===== src/rtl/refresh_pkg.sv =====
package refresh_pkg;
    typedef enum logic [1:0] {
        PH_IDLE   = 2'd0,
        PH_SETUP  = 2'd1,
        PH_STROBE = 2'd2,
        PH_PRECHG = 2'd3
    } ref_phase_e;
endpackage


===== src/rtl/ref_interval_timer.sv =====
module ref_interval_timer #(
    parameter int unsigned INTERVAL = 1562
) (
    input  logic clk,
    input  logic rst_n,
    output logic tick_o
);
    localparam int unsigned CW = $clog2(INTERVAL);

    typedef struct packed {
        logic [CW-1:0] cnt;
    } tmr_reg_t;

    tmr_reg_t tmr_d, tmr_q;

    always_comb begin
        tmr_d  = tmr_q;
        tick_o = (tmr_q.cnt == CW'(INTERVAL - 1));
        if (tick_o) tmr_d.cnt = '0;
        else        tmr_d.cnt = tmr_q.cnt + 1'b1;
    end

    always_ff @(posedge clk or negedge rst_n) begin
        if (!rst_n) tmr_q <= '0;
        else        tmr_q <= tmr_d;
    end

    // interval ends are never back to back
    p_tick_spacing_r1: assert property (@(posedge clk) disable iff (!rst_n)
        tick_o |=> !tick_o);
endmodule


===== src/rtl/ref_owed_counter.sv =====
module ref_owed_counter #(
    parameter int unsigned OWED_MAX = 8,
    localparam int unsigned OW = $clog2(OWED_MAX + 1)
) (
    input  logic          clk,
    input  logic          rst_n,
    input  logic          tick_i,
    input  logic          done_i,
    output logic [OW-1:0] owed_o
);
    typedef struct packed {
        logic [OW-1:0] owed;
    } owe_reg_t;

    owe_reg_t owe_d, owe_q;

    always_comb begin
        owe_d = owe_q;
        if (tick_i && !done_i) begin
            if (owe_q.owed != OW'(OWED_MAX)) owe_d.owed = owe_q.owed + 1'b1;
        end else if (done_i && !tick_i) begin
            owe_d.owed = owe_q.owed - 1'b1;
        end
    end

    always_ff @(posedge clk or negedge rst_n) begin
        if (!rst_n) owe_q <= '0;
        else        owe_q <= owe_d;
    end

    assign owed_o = owe_q.owed;

    p_owed_sat_r2: assert property (@(posedge clk) disable iff (!rst_n)
        owed_o <= OW'(OWED_MAX));

    p_owed_balance_r8: assert property (@(posedge clk) disable iff (!rst_n)
        (tick_i && done_i) |=> $stable(owed_o));

    p_no_underflow_r8: assert property (@(posedge clk) disable iff (!rst_n)
        done_i |-> (owed_o != '0));
endmodule


===== src/rtl/ref_strobe_seq.sv =====
module ref_strobe_seq
    import refresh_pkg::*;
#(
    parameter int unsigned T_SETUP  = 2,
    parameter int unsigned T_RAS    = 6,
    parameter int unsigned T_RP     = 5,
    parameter int unsigned ROWS     = 1024,
    parameter bit          RAS_ONLY = 1'b0,
    localparam int unsigned RW = $clog2(ROWS)
) (
    input  logic          clk,
    input  logic          rst_n,
    input  logic          start_i,
    output logic          idle_o,
    output logic          done_o,
    output logic          ras_n_o,
    output logic          casl_n_o,
    output logic          cash_n_o,
    output logic          we_n_o,
    output logic [RW-1:0] row_o
);
    localparam int unsigned T_A  = (T_SETUP > T_RAS) ? T_SETUP : T_RAS;
    localparam int unsigned T_MX = (T_A > T_RP) ? T_A : T_RP;
    localparam int unsigned CNTW = $clog2(T_MX + 1);

    typedef struct packed {
        ref_phase_e      ph;
        logic [CNTW-1:0] cnt;
        logic [RW-1:0]   row;
    } seq_reg_t;

    seq_reg_t seq_d, seq_q;

    always_comb begin
        seq_d  = seq_q;
        done_o = 1'b0;
        unique case (seq_q.ph)
            PH_IDLE: begin
                if (start_i) begin
                    seq_d.ph  = PH_SETUP;
                    seq_d.cnt = '0;
                end
            end
            PH_SETUP: begin
                if (seq_q.cnt == CNTW'(T_SETUP - 1)) begin
                    seq_d.ph  = PH_STROBE;
                    seq_d.cnt = '0;
                end else begin
                    seq_d.cnt = seq_q.cnt + 1'b1;
                end
            end
            PH_STROBE: begin
                if (seq_q.cnt == CNTW'(T_RAS - 1)) begin
                    seq_d.ph  = PH_PRECHG;
                    seq_d.cnt = '0;
                end else begin
                    seq_d.cnt = seq_q.cnt + 1'b1;
                end
            end
            PH_PRECHG: begin
                if (seq_q.cnt == CNTW'(T_RP - 1)) begin
                    done_o   = 1'b1;
                    seq_d.ph = PH_IDLE;
                    if (RAS_ONLY) begin
                        if (seq_q.row == RW'(ROWS - 1)) seq_d.row = '0;
                        else                            seq_d.row = seq_q.row + 1'b1;
                    end
                end else begin
                    seq_d.cnt = seq_q.cnt + 1'b1;
                end
            end
            default: seq_d.ph = PH_IDLE;
        endcase
    end

    always_ff @(posedge clk or negedge rst_n) begin
        if (!rst_n) seq_q <= '{ph: PH_IDLE, cnt: '0, row: '0};
        else        seq_q <= seq_d;
    end

    assign idle_o  = (seq_q.ph == PH_IDLE);
    assign ras_n_o = (seq_q.ph != PH_STROBE);
    assign we_n_o  = 1'b1;
    assign row_o   = seq_q.row;

    generate
        if (RAS_ONLY) begin : g_ras_only
            assign casl_n_o = 1'b1;
            assign cash_n_o = 1'b1;

            p_row_stable_r9: assert property (@(posedge clk) disable iff (!rst_n)
                (!ras_n_o && !$rose(ras_n_o)) |=> ($stable(row_o) || ras_n_o));
        end else begin : g_cbr
            assign casl_n_o = !((seq_q.ph == PH_SETUP) || (seq_q.ph == PH_STROBE));
            assign cash_n_o = casl_n_o;

            p_cas_before_ras_r5: assert property (@(posedge clk) disable iff (!rst_n)
                $fell(ras_n_o) |-> ($past(!casl_n_o) && $past(!cash_n_o) && !casl_n_o));
        end
    endgenerate

    logic [15:0] low_len_q;
    always_ff @(posedge clk or negedge rst_n) begin
        if (!rst_n)        low_len_q <= '0;
        else if (!ras_n_o) low_len_q <= low_len_q + 1'b1;
        else               low_len_q <= '0;
    end

    p_ras_width_r6: assert property (@(posedge clk) disable iff (!rst_n)
        $rose(ras_n_o) |-> (low_len_q == 16'(T_RAS)));

    p_start_r4: assert property (@(posedge clk) disable iff (!rst_n)
        (idle_o && start_i) |=> !idle_o);
endmodule


===== src/rtl/dram_refresh_sched.sv =====
module dram_refresh_sched #(
    parameter int unsigned CLK_HZ    = 100_000_000,
    parameter int unsigned PERIOD_US = 16_000,
    parameter int unsigned ROWS      = 1024,
    parameter int unsigned OWED_MAX  = 8,
    parameter int unsigned T_SETUP   = 2,
    parameter int unsigned T_RAS     = 6,
    parameter int unsigned T_RP      = 5,
    parameter bit          RAS_ONLY  = 1'b0,
    localparam int unsigned OW = $clog2(OWED_MAX + 1),
    localparam int unsigned RW = $clog2(ROWS)
) (
    input  logic          clk,
    input  logic          rst_n,
    input  logic          ref_gnt,
    output logic          ref_req,
    output logic          ref_urgent,
    output logic          ref_busy,
    output logic [OW-1:0] owed_cnt,
    output logic          ras_n,
    output logic          casl_n,
    output logic          cash_n,
    output logic          we_n,
    output logic [RW-1:0] row_addr
);
    localparam int unsigned INTERVAL = (CLK_HZ / 1_000_000) * PERIOD_US / ROWS;

    logic tick, done, idle, start;

    ref_interval_timer #(.INTERVAL(INTERVAL)) u_timer (
        .clk    (clk),
        .rst_n  (rst_n),
        .tick_o (tick)
    );

    ref_owed_counter #(.OWED_MAX(OWED_MAX)) u_owed (
        .clk    (clk),
        .rst_n  (rst_n),
        .tick_i (tick),
        .done_i (done),
        .owed_o (owed_cnt)
    );

    ref_strobe_seq #(
        .T_SETUP  (T_SETUP),
        .T_RAS    (T_RAS),
        .T_RP     (T_RP),
        .ROWS     (ROWS),
        .RAS_ONLY (RAS_ONLY)
    ) u_seq (
        .clk      (clk),
        .rst_n    (rst_n),
        .start_i  (start),
        .idle_o   (idle),
        .done_o   (done),
        .ras_n_o  (ras_n),
        .casl_n_o (casl_n),
        .cash_n_o (cash_n),
        .we_n_o   (we_n),
        .row_o    (row_addr)
    );

    always_comb begin
        ref_req    = idle && (owed_cnt != '0);
        ref_urgent = (owed_cnt == OW'(OWED_MAX));
        ref_busy   = !idle;
        start      = ref_req && ref_gnt;
    end

    // a request is only raised while idle and something is owed
    p_req_idle_r4: assert property (@(posedge clk) disable iff (!rst_n)
        ref_req |-> (!ref_busy && ras_n));
endmodule


===== config.mk =====
export PLATFORM = sky130hd
export DESIGN_NAME = dram_refresh_sched
export DESIGN_NICKNAME = d
export VERILOG_FILES = /design/src/rtl/refresh_pkg.sv /design/src/rtl/ref_interval_timer.sv /design/src/rtl/ref_owed_counter.sv /design/src/rtl/ref_strobe_seq.sv /design/src/rtl/dram_refresh_sched.sv
export SDC_FILE = /design/constraint.sdc
export NUM_CORES = 1
export LEC_CHECK = 0
export BUFFER_PORTS_ARGS = -buffer_cell sky130_fd_sc_hd__buf_2
export CAP_MARGIN = 20
export CORE_ASPECT_RATIO = 1.5
export CORE_MARGIN = 5
export CORE_UTILIZATION = 55
export CTS_CLUSTER_DIAMETER = 150
export CTS_CLUSTER_SIZE = 25
export DETAILED_ROUTE_END_ITERATION = 16
export PLACE_DENSITY = 0.8
export SLEW_MARGIN = 20
export SYNTH_ARGS = -nofsm -noshare
export SYNTH_HDL_FRONTEND = slang
export SYNTH_HIERARCHICAL = 1
export SYNTH_SLANG_ARGS = --single-unit
export TNS_END_PERCENT = 10

===== constraint.sdc =====
create_clock -name clk -period 8.9 [get_ports clk]
set_input_delay 1.78 -clock clk [delete_from_list [all_inputs] [get_ports clk]]
set_output_delay 1.78 -clock clk [all_outputs]
set_load 0.02 [all_outputs]

==> results of run 1 <==
## sequential cells by signal, summed over array words and instances (netlist names)
signal,flops
u_timer/tmr_q,11
u_seq/seq_q,5
u_owed/owed_o,4
## report_power, final
part	internal (mW)	total [mW]	switching, mW
logic	0.0648	0.170	0.105
clock network	0.0456	0.0761	0.0306
registers	0.103	0.117	0.0142
## critical path, stage by stage, from the launching register on
cell and delay [ns]:
dfrtp_1 0.43, inv_1 0.07, ha_1 0.13, nand4bb_1 0.18, nor4_1 0.82, nand2b_1 0.25, ha_1 0.34, a21o_2 0.20
a2111oi_0 0.52, o21a_1 0.22, a211oi_1 0.05
## per-stage QoR
step           utilization (%)  std cells  hold WS (ns)
6_report                  60.5        173         0.507
5_1_grt                   60.5        173         0.545
4_1_cts                   60.5        173         0.509
3_5_place_dp              58.3        169         0.487
3_3_place_gp              58.3        169         0.471
2_1_floorplan                -        145         0.455
## cell families (layout without fill, tap and decap cells)
logic type	Yosys count	in the layout	synth area share, %
AOI/OAI and AO/OA	19	19	10.0
xor gates and xnor gates	9	9	5.65
adders and majority gates	13	13	12.2
buffers and inverters	22	26	9.15
DFF	20	20	35.9
muxes	6	6	5.47
other	2	11	0.538
and+or+nand+nor	45	45	21.1
## final cells by class
| type | count | area [um^2] |
|---|---|---|
| clock buffers | 3 | 22.5 |
| clock inverters | 1 | 30.0 |
| fillers | 209 | 968 |
| inverters | 10 | 37.5 |
| multi-input cells | 103 | 801 |
| flip-flops and latches | 20 | 500 |
| well taps | 24 | 30.0 |
| repair buffers | 12 | 60.1 |
## cells in the final DEF, fill, tap and decap left out, drive strengths merged, types with 2 or more instances in the layout
cell,n
dfrtp,20
buf,12
ha,12
nor2,12
conb,11
inv,10
xor2,8
a21oi,6
nand3,6
nand2,5
mux2,4
clkbuf,3
nand2b,3
nor3,2
a211oi,2
nor2b,2
mux2i,2
o31ai,2
or4,2
nor3b,2
o21ai,2
nand4,2
nor4,2
## per-layer routing
layer,track usage [%],share of wire [%]
met1,16.2,37
met2,29.3,58
met3,3.12,2.3
met4,10.5,2.8
met5,0,0
## worst max-delay path by stage
stage                                             from                           end  cells past startpoint
final                       u_timer/tmr_q[1]$_DFF_PN0_  u_owed/owed_o[3]$_DFFE_PN0P_                     10
after global routing        u_timer/tmr_q[1]$_DFF_PN0_  u_owed/owed_o[3]$_DFFE_PN0P_                     10
after CTS                   u_timer/tmr_q[1]$_DFF_PN0_  u_owed/owed_o[3]$_DFFE_PN0P_                     10
after detailed placement    u_timer/tmr_q[1]$_DFF_PN0_  u_owed/owed_o[3]$_DFFE_PN0P_                     10
after global placement      u_timer/tmr_q[1]$_DFF_PN0_  u_owed/owed_o[3]$_DFFE_PN0P_                     10
after floorplan           u_owed/owed_o[1]$_DFFE_PN0P_                    ref_urgent                      1
==> qor.yml, run 1 <==
min_path_type: "flop to flop"
overflow: 0
routed_wl_mm: 2.57
grt_pass1_wl_mm: 4.49
antenna_found_initial: 0
avgSynthCellArea_um2: 10.3
placed_cell_area_um2: 1430
preCtsSetupSlack_ns: 5.57
clkSlewWorstSetupHoldPaths_ns: 0.12
fin_crit_sh_pct: 37.7
r2r-end: "u_owed/owed_o[3]$_DFFE_PN0P_"
gp_congestion: 0.780
hold_path_end: "u_timer/tmr_q[8]$_DFF_PN0_"
async_reset_ff_share_pct: 100
min-delay-start: "u_timer/tmr_q[8]$_DFF_PN0_"
initial_core_util_pct: 56.9
io_buffer_count: 12
setup_tns_ns: 0
ant_nets: 0
firstDrtPassIters: 4
finalMaxSlewViolations: 0
htreeDepth: 1
ys.flop_type: "dfrtp_1"
fmaxAchievable_mhz: 298
routedWlPerCell_um: 14.8
num_rows: 22
synth_top_area_share_pct: 35.9
area_growth_pct: 6.19
worstSkewPairLatency_ns: 0.31
drt_iter0_markers: 22
dr_total_vias: 985
postCtsSetupRepairBufs: 0
cp-start-kind: "flop"
ys_top_cells_by_count: "dfrtp_1, buf_4, ha_1"
synth_cell_types: 46
path_class: "flop to flop"
max_slew_margin_pct: 38.8
finalHoldViolations: 0
final_area_um2: 1480
arrival_ns: 3.51
synthTopCellsByArea: "dfrtp_1, ha_1, buf_4"
dieArea_um2: 3660
viasPerCell: 5.69
dp_hpwl_mm: 2.00
post_cts_resized: 0
worstHoldPathCells: 1
synth_area_um2: 1400
final.setup.worst_slack_ns: 5.54
worst_pin_slew_ns: 0.909
synth_edf_count: 0
grt_util_all_layers_pct: 16.1
cts_tree: "built"
ys_seq_area_share_pct: 35.9
power_uw: 363
core-area_um2: 2450
status: "finished, final reports clean"
ctsHoldBuffers: 0
end_kind: "flop"
grt_pass1_vias: 1085
setup_viol: 0
ys_warn_count: 6
rsz0062_at_grt: "false"
die_w_um: 51.1
period_minus_slack_ns: 3.36
reg2reg_slack_ns: 5.54
num_io_pins: 24
reg2reg_from: "u_timer/tmr_q[1]$_DFF_PN0_"
power_leakage_nw: 0.648
die_h_um: 71.7
vdd_drop_max_mv: 0.266
cts_sinks: 20
synth.most_common_cell: "dfrtp_1"
grt_max_degree: 21
cts_buffers: 3
n_antenna_cell: 0
ctsLongestPathBuffers: 2
fin_nets: 166
synth_cells: 136
fin_worst_skew_ns: 0.00143
reg2regPathDepth: 10
synth_seq_cells: 20
remaining_drc_errors: 0
cap_viol_max_count: 0
drive_gt1_share_pct: 20.1
critPathMaxFanout: 6
cp.required_ns: 9.05
power.density_nw_per_um2: 245
root_buffer: "clkbuf_4"
yosys.area.top_type: "dfrtp_1"
Note: power is estimated with default switching activity, not from simulation.
==> inputs of run 2 (changes only) <==
--- a/config.mk
+++ b/config.mk
@@ -5,6 +5,7 @@
 export SDC_FILE = /design/constraint.sdc
 export NUM_CORES = 1
 export LEC_CHECK = 0
+export ABC_AREA = 1
 export BUFFER_PORTS_ARGS = -buffer_cell sky130_fd_sc_hd__buf_2
 export CAP_MARGIN = 20
 export CORE_ASPECT_RATIO = 1.5
==> constraint.sdc (replaced) <==
create_clock -name clk -period 3.1 [get_ports clk]
set_input_delay 0.62 -clock clk [delete_from_list [all_inputs] [get_ports clk]]
set_output_delay 0.62 -clock clk [all_outputs]
set_load 0.02 [all_outputs]
==> qor.yml, run 2 <==
placed_cells: 255  # +51%
placed_cell_area_um2: 1590  # +11%
critPathMaxFanout: 9  # +3
crit_start: "u_timer/tmr_q[1]$_DFF_PN0_"
overflow: 0  # unchanged
dr_total_vias: 1249  # +27%
critPathBufInv: 2  # +1
ys_seq_area_share_pct: 32.5  # -3.4 points
synth_cell_types: 23  # -50%
cap_viol_max_count: 0  # unchanged
cp.required_ns: 3.27  # -5.78 ns
cts_buffers: 3  # unchanged
drive_gt1_share_pct: 18.9  # -1.2 points
crit_family: "simple AND/OR/NAND/NOR gates"
grt_pass1_wl_mm: 4.86  # +8.3%
num_rows: 23  # +4.5%
cp_cell_sequence: "inv_1 > ha_1 > nand2_1 > nor2_1 > nand3_1 > inv_2 > nand2_2 > ha_1 > nand2_1 > nand2_1 > nor2_1 > nand2_1 > nand3_2 > nand2_1"
synth.most_common_cell: "nand2_1"
fin_worst_skew_ns: 0.00359  # +0.00216 ns
power.density_nw_per_um2: 295  # +20%
fin_crit_sh_pct: 65.8  # +28 points
largest_registers: "u_timer/tmr_q x11, u_seq/seq_q x5, u_owed/owed_o x4"
routedWlPerCell_um: 10.6  # -28%
power_leakage_nw: 0.914  # +41%
num_io_pins: 24  # unchanged
ys_top_cells_by_count: "nand2_1, inv_1, nand3_1"
avgSynthCellArea_um2: 7.37  # -28%
synth_top_area_share_pct: 32.5  # -3.4 points
holdWs_ns: 0.295  # -0.212 ns
die_w_um: 53.2  # +4.1%
ctsHoldBuffers: 0  # unchanged
reg2reg_slack_ns: 1.06  # -4.48 ns
postCtsSetupRepairBufs: 0  # unchanged
finalHoldViolations: 0  # unchanged
yosys.area.top_type: "dfrtp_1"
synth_edf_count: 0  # unchanged
power_uw: 485  # +34%
final.setup.worst_slack_ns: 1.06  # -4.48 ns
routed_wl_mm: 2.75  # +7.2%
die_h_um: 74.8  # +4.4%
crit_path_frequent_cell: "nand2_1"
post_cts_resized: 0  # unchanged
ant_nets: 0  # unchanged
ys.flop_type: "dfrtp_1"
synth_cells: 209  # +54%
postLayoutCoreUtil_pct: 61.5  # +1.0 points
synthTopCellsByArea: "dfrtp_1, nand2_1, ha_1"
remaining_drc_errors: 0  # unchanged
area_growth_pct: 6.82
status: "finished, final reports clean"
grt_max_degree: 21  # unchanged
root_buffer: "clkbuf_8"
ys_warn_count: 6  # unchanged
setup_viol: 0  # unchanged
htreeDepth: 1  # unchanged
antenna_found_initial: 0  # unchanged
fmaxAchievable_mhz: 490  # +65%
finalMaxSlewViolations: 0  # unchanged
path_class: "flop to flop"
cp-start-kind: "flop"
largest_reg_flops: 11  # unchanged
worstSkewPairLatency_ns: 0.27  # -0.04 ns
clkSlewWorstSetupHoldPaths_ns: 0.08  # -0.04 ns
setup_tns_ns: 0  # unchanged
n_antenna_cell: 0  # unchanged
gp_congestion: 0.879  # +13%
rsz0062_at_grt: "false"
synth_area_um2: 1540  # +10%
layout_commonest_cell: "nand2_1"
largest_register: "u_timer/tmr_q"
min_path_type: "primary input to async pin"
critPathSlowestCell: "dfrtp_1"
fin_nets: 239  # +44%
final_cell_mix: "nand2_1, inv_1, nand3_1"
preCtsSetupSlack_ns: 1.08  # -4.49 ns
vdd_drop_max_mv: 0.197  # -26%
cts_sinks: 20  # unchanged
viasPerCell: 4.82  # -15%
cpPeakStageDelay_ns: 0.41  # -0.41 ns
firstDrtPassIters: 4  # unchanged
ctsLongestPathBuffers: 2  # unchanged
grt_util_all_layers_pct: 16.6  # +0.53 points
grt_pass1_vias: 1179  # +8.7%
dieArea_um2: 3980  # +8.6%
drt_iter0_markers: 28  # +27%
io_buffer_count: 12  # unchanged
async_reset_ff_share_pct: 100  # unchanged
period_minus_slack_ns: 2.04  # -1.32 ns
final_area_um2: 1650  # +11%
synth_seq_cells: 20  # unchanged
initial_core_util_pct: 57.6  # +0.60 points
reg2reg_from: "u_timer/tmr_q[1]$_DFF_PN0_"
cts_tree: "built"
core-area_um2: 2680  # +9.2%
dp_hpwl_mm: 2.20  # +10%
arrival_ns: 2.21  # -1.30 ns
end_kind: "flop"
instances_no_fill: 259  # +50%
==> run 2: final cells by class <==
| cell class | count | area (um^2) |
|---|---|---|
| Multi-Input combinational cell | 153 | 858 |
| Clock buffer | 4 | 55.1 |
| Sequential cell | 20 | 500 |
| Fill cell | 260 | 1030 |
| Timing Repair Buffer | 12 | 60.1 |
| Tap cell | 37 | 46.3 |
| Inverter | 33 | 125 |
==> run 2: path summary, 6_finish.rpt <==
path	endpoint	depth (start not counted)
worst max-delay path	u_owed/owed_o[3]$_DFFE_PN0P_	14
worst max register to register	u_owed/owed_o[3]$_DFFE_PN0P_	14
min in group clk	u_timer/tmr_q[0]$_DFF_PN0_	1
worst min register to register	u_timer/tmr_q[0]$_DFF_PN0_	1
worst min-delay path	u_timer/tmr_q[8]$_DFF_PN0_	1
max in group asynchronous	u_seq/seq_q[13]$_DFFE_PN0P_	1
==> run 2: logic make-up after synthesis <==
logic type	synth area share (%)
and+or+nand+nor	37.3
buffers and inverters	14.0
DFF	32.5
adders and majority gates	11.0
AOI/OAI and AO/OA	1.87
xor gates and xnor gates	2.84
other	0.488
==> run 2: where the power goes <==
part | switching, mW | internal (mW)
Sequential | 0 | 0.261
Clock | 0.0928 | 0.113
Combinational | 0.0174 | 0.000991
Total | 0.110 | 0.375
==> run 2: routing by layer <==
metal	GRT usage, %	vias to the layer above	wire length, um
met1	19.1	584	1130
met5	0	-	0
li1	-	641	-
met2	28.8	17	1470
met3	1.98	7	66
met4	10.2	0	84
==> inputs of run 3 (changes only) <==
--- a/config.mk
+++ b/config.mk
@@ -5,7 +5,7 @@
 export SDC_FILE = /design/constraint.sdc
 export NUM_CORES = 1
 export LEC_CHECK = 0
-export ABC_AREA = 1
+export ABC_AREA = 0
 export BUFFER_PORTS_ARGS = -buffer_cell sky130_fd_sc_hd__buf_2
 export CAP_MARGIN = 20
 export CORE_ASPECT_RATIO = 1.5
==> constraint.sdc (replaced) <==
create_clock -name clk -period 1.9 [get_ports clk]
set_input_delay 0.38 -clock clk [delete_from_list [all_inputs] [get_ports clk]]
set_output_delay 0.38 -clock clk [all_outputs]
set_load 0.02 [all_outputs]
==> qor.yml, run 3 (same netlist as run 1, synthesis figures left out) <==
core-area_um2: 2450  # -8.5%
dp_hpwl_mm: 2.29  # +4.3%
largest_register: "u_timer/tmr_q"
routedWlPerCell_um: 14.0  # +32%
cts_tree: "built"
io_buffer_count: 12  # unchanged
critPathSlowestCell: "dfrtp_1"
drive_gt1_share_pct: 39.3  # +20 points
initial_core_util_pct: 56.9  # -0.60 points
postCtsSetupRepairBufs: 0  # unchanged
root_buffer: "clkbuf_4"
critPathMaxFanout: 2  # -7
arrival_ns: 2.53  # +0.32 ns
final.setup.worst_slack_ns: -0.390  # -1.45 ns
finalMaxSlewViolations: 0  # unchanged
final_area_um2: 1750  # +6.5%
fill_cells: 192  # -26%
violations: "hold timing, setup timing"
end_kind: "flop"
overflow: 0  # unchanged
fin_worst_skew_ns: 0.00299  # -0.000598 ns
postLayoutCoreUtil_pct: 71.6  # +10 points
fmaxAchievable_mhz: 437  # -11%
worstSkewPairLatency_ns: 0.31  # +0.04 ns
num_io_pins: 24  # unchanged
crit_family: "compound AO/OA/AOI/OAI gates"
cts_sinks: 20  # unchanged
gp_congestion: 0.838  # -4.6%
grt_pass1_wl_mm: 4.84  # -0.43%
largest_registers: "u_timer/tmr_q x11, u_seq/seq_q x5, u_owed/owed_o x4"
crit_start: "u_timer/tmr_q[1]$_DFF_PN0_"
fin_nets: 195  # -18%
regArea_um2: 500  # unchanged
setup_tns_ns: -0.668  # -0.668 ns
die_w_um: 51.1  # -3.9%
n_antenna_cell: 0  # unchanged
min_path_type: "primary input to async pin"
multi_input_area_um2: 871  # +1.5%
antenna_found_initial: 0  # unchanged
final_cell_mix: "buf_4, dfrtp_1, buf_2"
ctsLongestPathBuffers: 2  # unchanged
die_h_um: 71.7  # -4.2%
rsz0062_at_grt: "true"
dr_total_vias: 1087  # -13%
grt_util_all_layers_pct: 17.4  # +0.74 points
layout_commonest_cell: "buf_4"
fin_crit_sh_pct: 121  # +55 points
power.density_nw_per_um2: 990  # +240%
drt_iter0_markers: 30  # +7.1%
largest_reg_flops: 11  # unchanged
viasPerCell: 5.38  # +12%
critPathBufInv: 1  # -1
finalHoldViolations: 10  # +10
firstDrtPassIters: 4  # unchanged
grt_pass1_vias: 1130  # -4.2%
clkSlewWorstSetupHoldPaths_ns: 0.11  # +0.03 ns
period_minus_slack_ns: 2.29  # +0.251 ns
path_class: "flop to flop"
cpPeakStageDelay_ns: 0.40  # about the same
routed_wl_mm: 2.83  # +2.8%
remaining_drc_errors: 0  # unchanged
grt_max_degree: 21  # unchanged
power_leakage_nw: 0.792  # -13%
cp_cell_sequence: "inv_1 > ha_2 > nand4bb_4 > nor4_4 > nand2b_1 > ha_1 > a21o_2 > a21oi_2 > mux2_4 > a211oi_2"
dieArea_um2: 3660  # -7.9%
holdWs_ns: -0.00352  # -0.298 ns
vdd_drop_max_mv: 1.01  # +410%
ant_nets: 0  # unchanged
cts_buffers: 3  # unchanged
num_rows: 22  # -4.3%
placed_cell_area_um2: 1700  # +6.7%
cp.required_ns: 2.14  # -1.13 ns
cp-start-kind: "flop"
cap_viol_max_count: 0  # unchanged
htreeDepth: 1  # unchanged
status: "finished, violations left"
setup_viol: 3  # +3
ctsHoldBuffers: 0  # unchanged
area_growth_pct: 25.7
reg2reg_from: "u_timer/tmr_q[1]$_DFF_PN0_"
run 3: cell types whose count changed in the layout (fill, tap and decap cells not counted), moves of 3 or more:
cell | previous run | this run
ha_1 | 12 | 9
nor2_1 | 18 | 11
a21oi_1 | 2 | 5
inv_1 | 28 | 8
clkbuf_8 | 4 | 1
buf_4 | 0 | 29
nand3_1 | 26 | 5
clkbuf_4 | 0 | 3
nand2_1 | 54 | 5
mux2_4 | 0 | 4
xor2_1 | 4 | 8
nand2_2 | 7 | 0
nor2_2 | 3 | 0
nand3_2 | 4 | 1
run 3: cell type report:
| class | count | share of cell area (%) |
|---|---|---|
| inverter | 10 | 2.14 |
| tap | 24 | 1.71 |
| multi-input combinational | 103 | 49.7 |
| clock buffer | 4 | 2.07 |
| sequential | 20 | 28.6 |
| timing repair buffer | 41 | 15.8 |
run 3: per-stage QoR:
step / power, mW / cells / setup WS [ns] / hold WS (ns)
global route: 1.89 / 202 / -0.523 / 0.0177
finish: 1.74 / 202 / -0.390 / -0.00352
detailed placement: 1.49 / 198 / -0.389 / 0.356
global placement: 1.44 / 198 / -0.281 / 0.351
floorplan: 1.20 / 145 / -0.512 / 0.0844
CTS: 1.76 / 202 / -0.412 / 0.00471
run 3: where the power goes:
| group | total [mW] | switching (mW) | internal [mW] | leakage (nW) |
|---|---|---|---|---|
| Combinational | 0.963 | 0.556 | 0.407 | 0.532 |
| Clock | 0.251 | 0.134 | 0.117 | 0.0210 |
| Sequential | 0.522 | 0.0388 | 0.483 | 0.239 |
run 3: worst paths after layout:
check | depth (start not counted) | end | slack (ns)
max | 10 | u_owed/owed_o[3]$_DFFE_PN0P_ | -0.39
min | 1 | u_timer/tmr_q[10]$_DFF_PN0_ | -0.004
max reg2reg | 10 | u_owed/owed_o[3]$_DFFE_PN0P_ | -0.39
min reg2reg | 2 | u_timer/tmr_q[0]$_DFF_PN0_ | 0.57
max in group asynchronous | 1 | u_seq/seq_q[13]$_DFFE_PN0P_ | 1.59
min in group clk | 2 | u_timer/tmr_q[0]$_DFF_PN0_ | 0.57
run 3: timing repair:
item / 4_1_cts / 5_1_grt
resized for setup: 3 / 2
endpoints found under the hold margin: 0 / 0
endpoints found under the setup margin: 4 / 6
run 3: routing by layer:
layer	wire length [um]	GRT usage (%)	up-vias
met2	1650	33.7	15
met1	1030	17.6	529
li1	-	-	534
met3	71	2.08	9
met5	0	0	-
met4	82	8.38	0
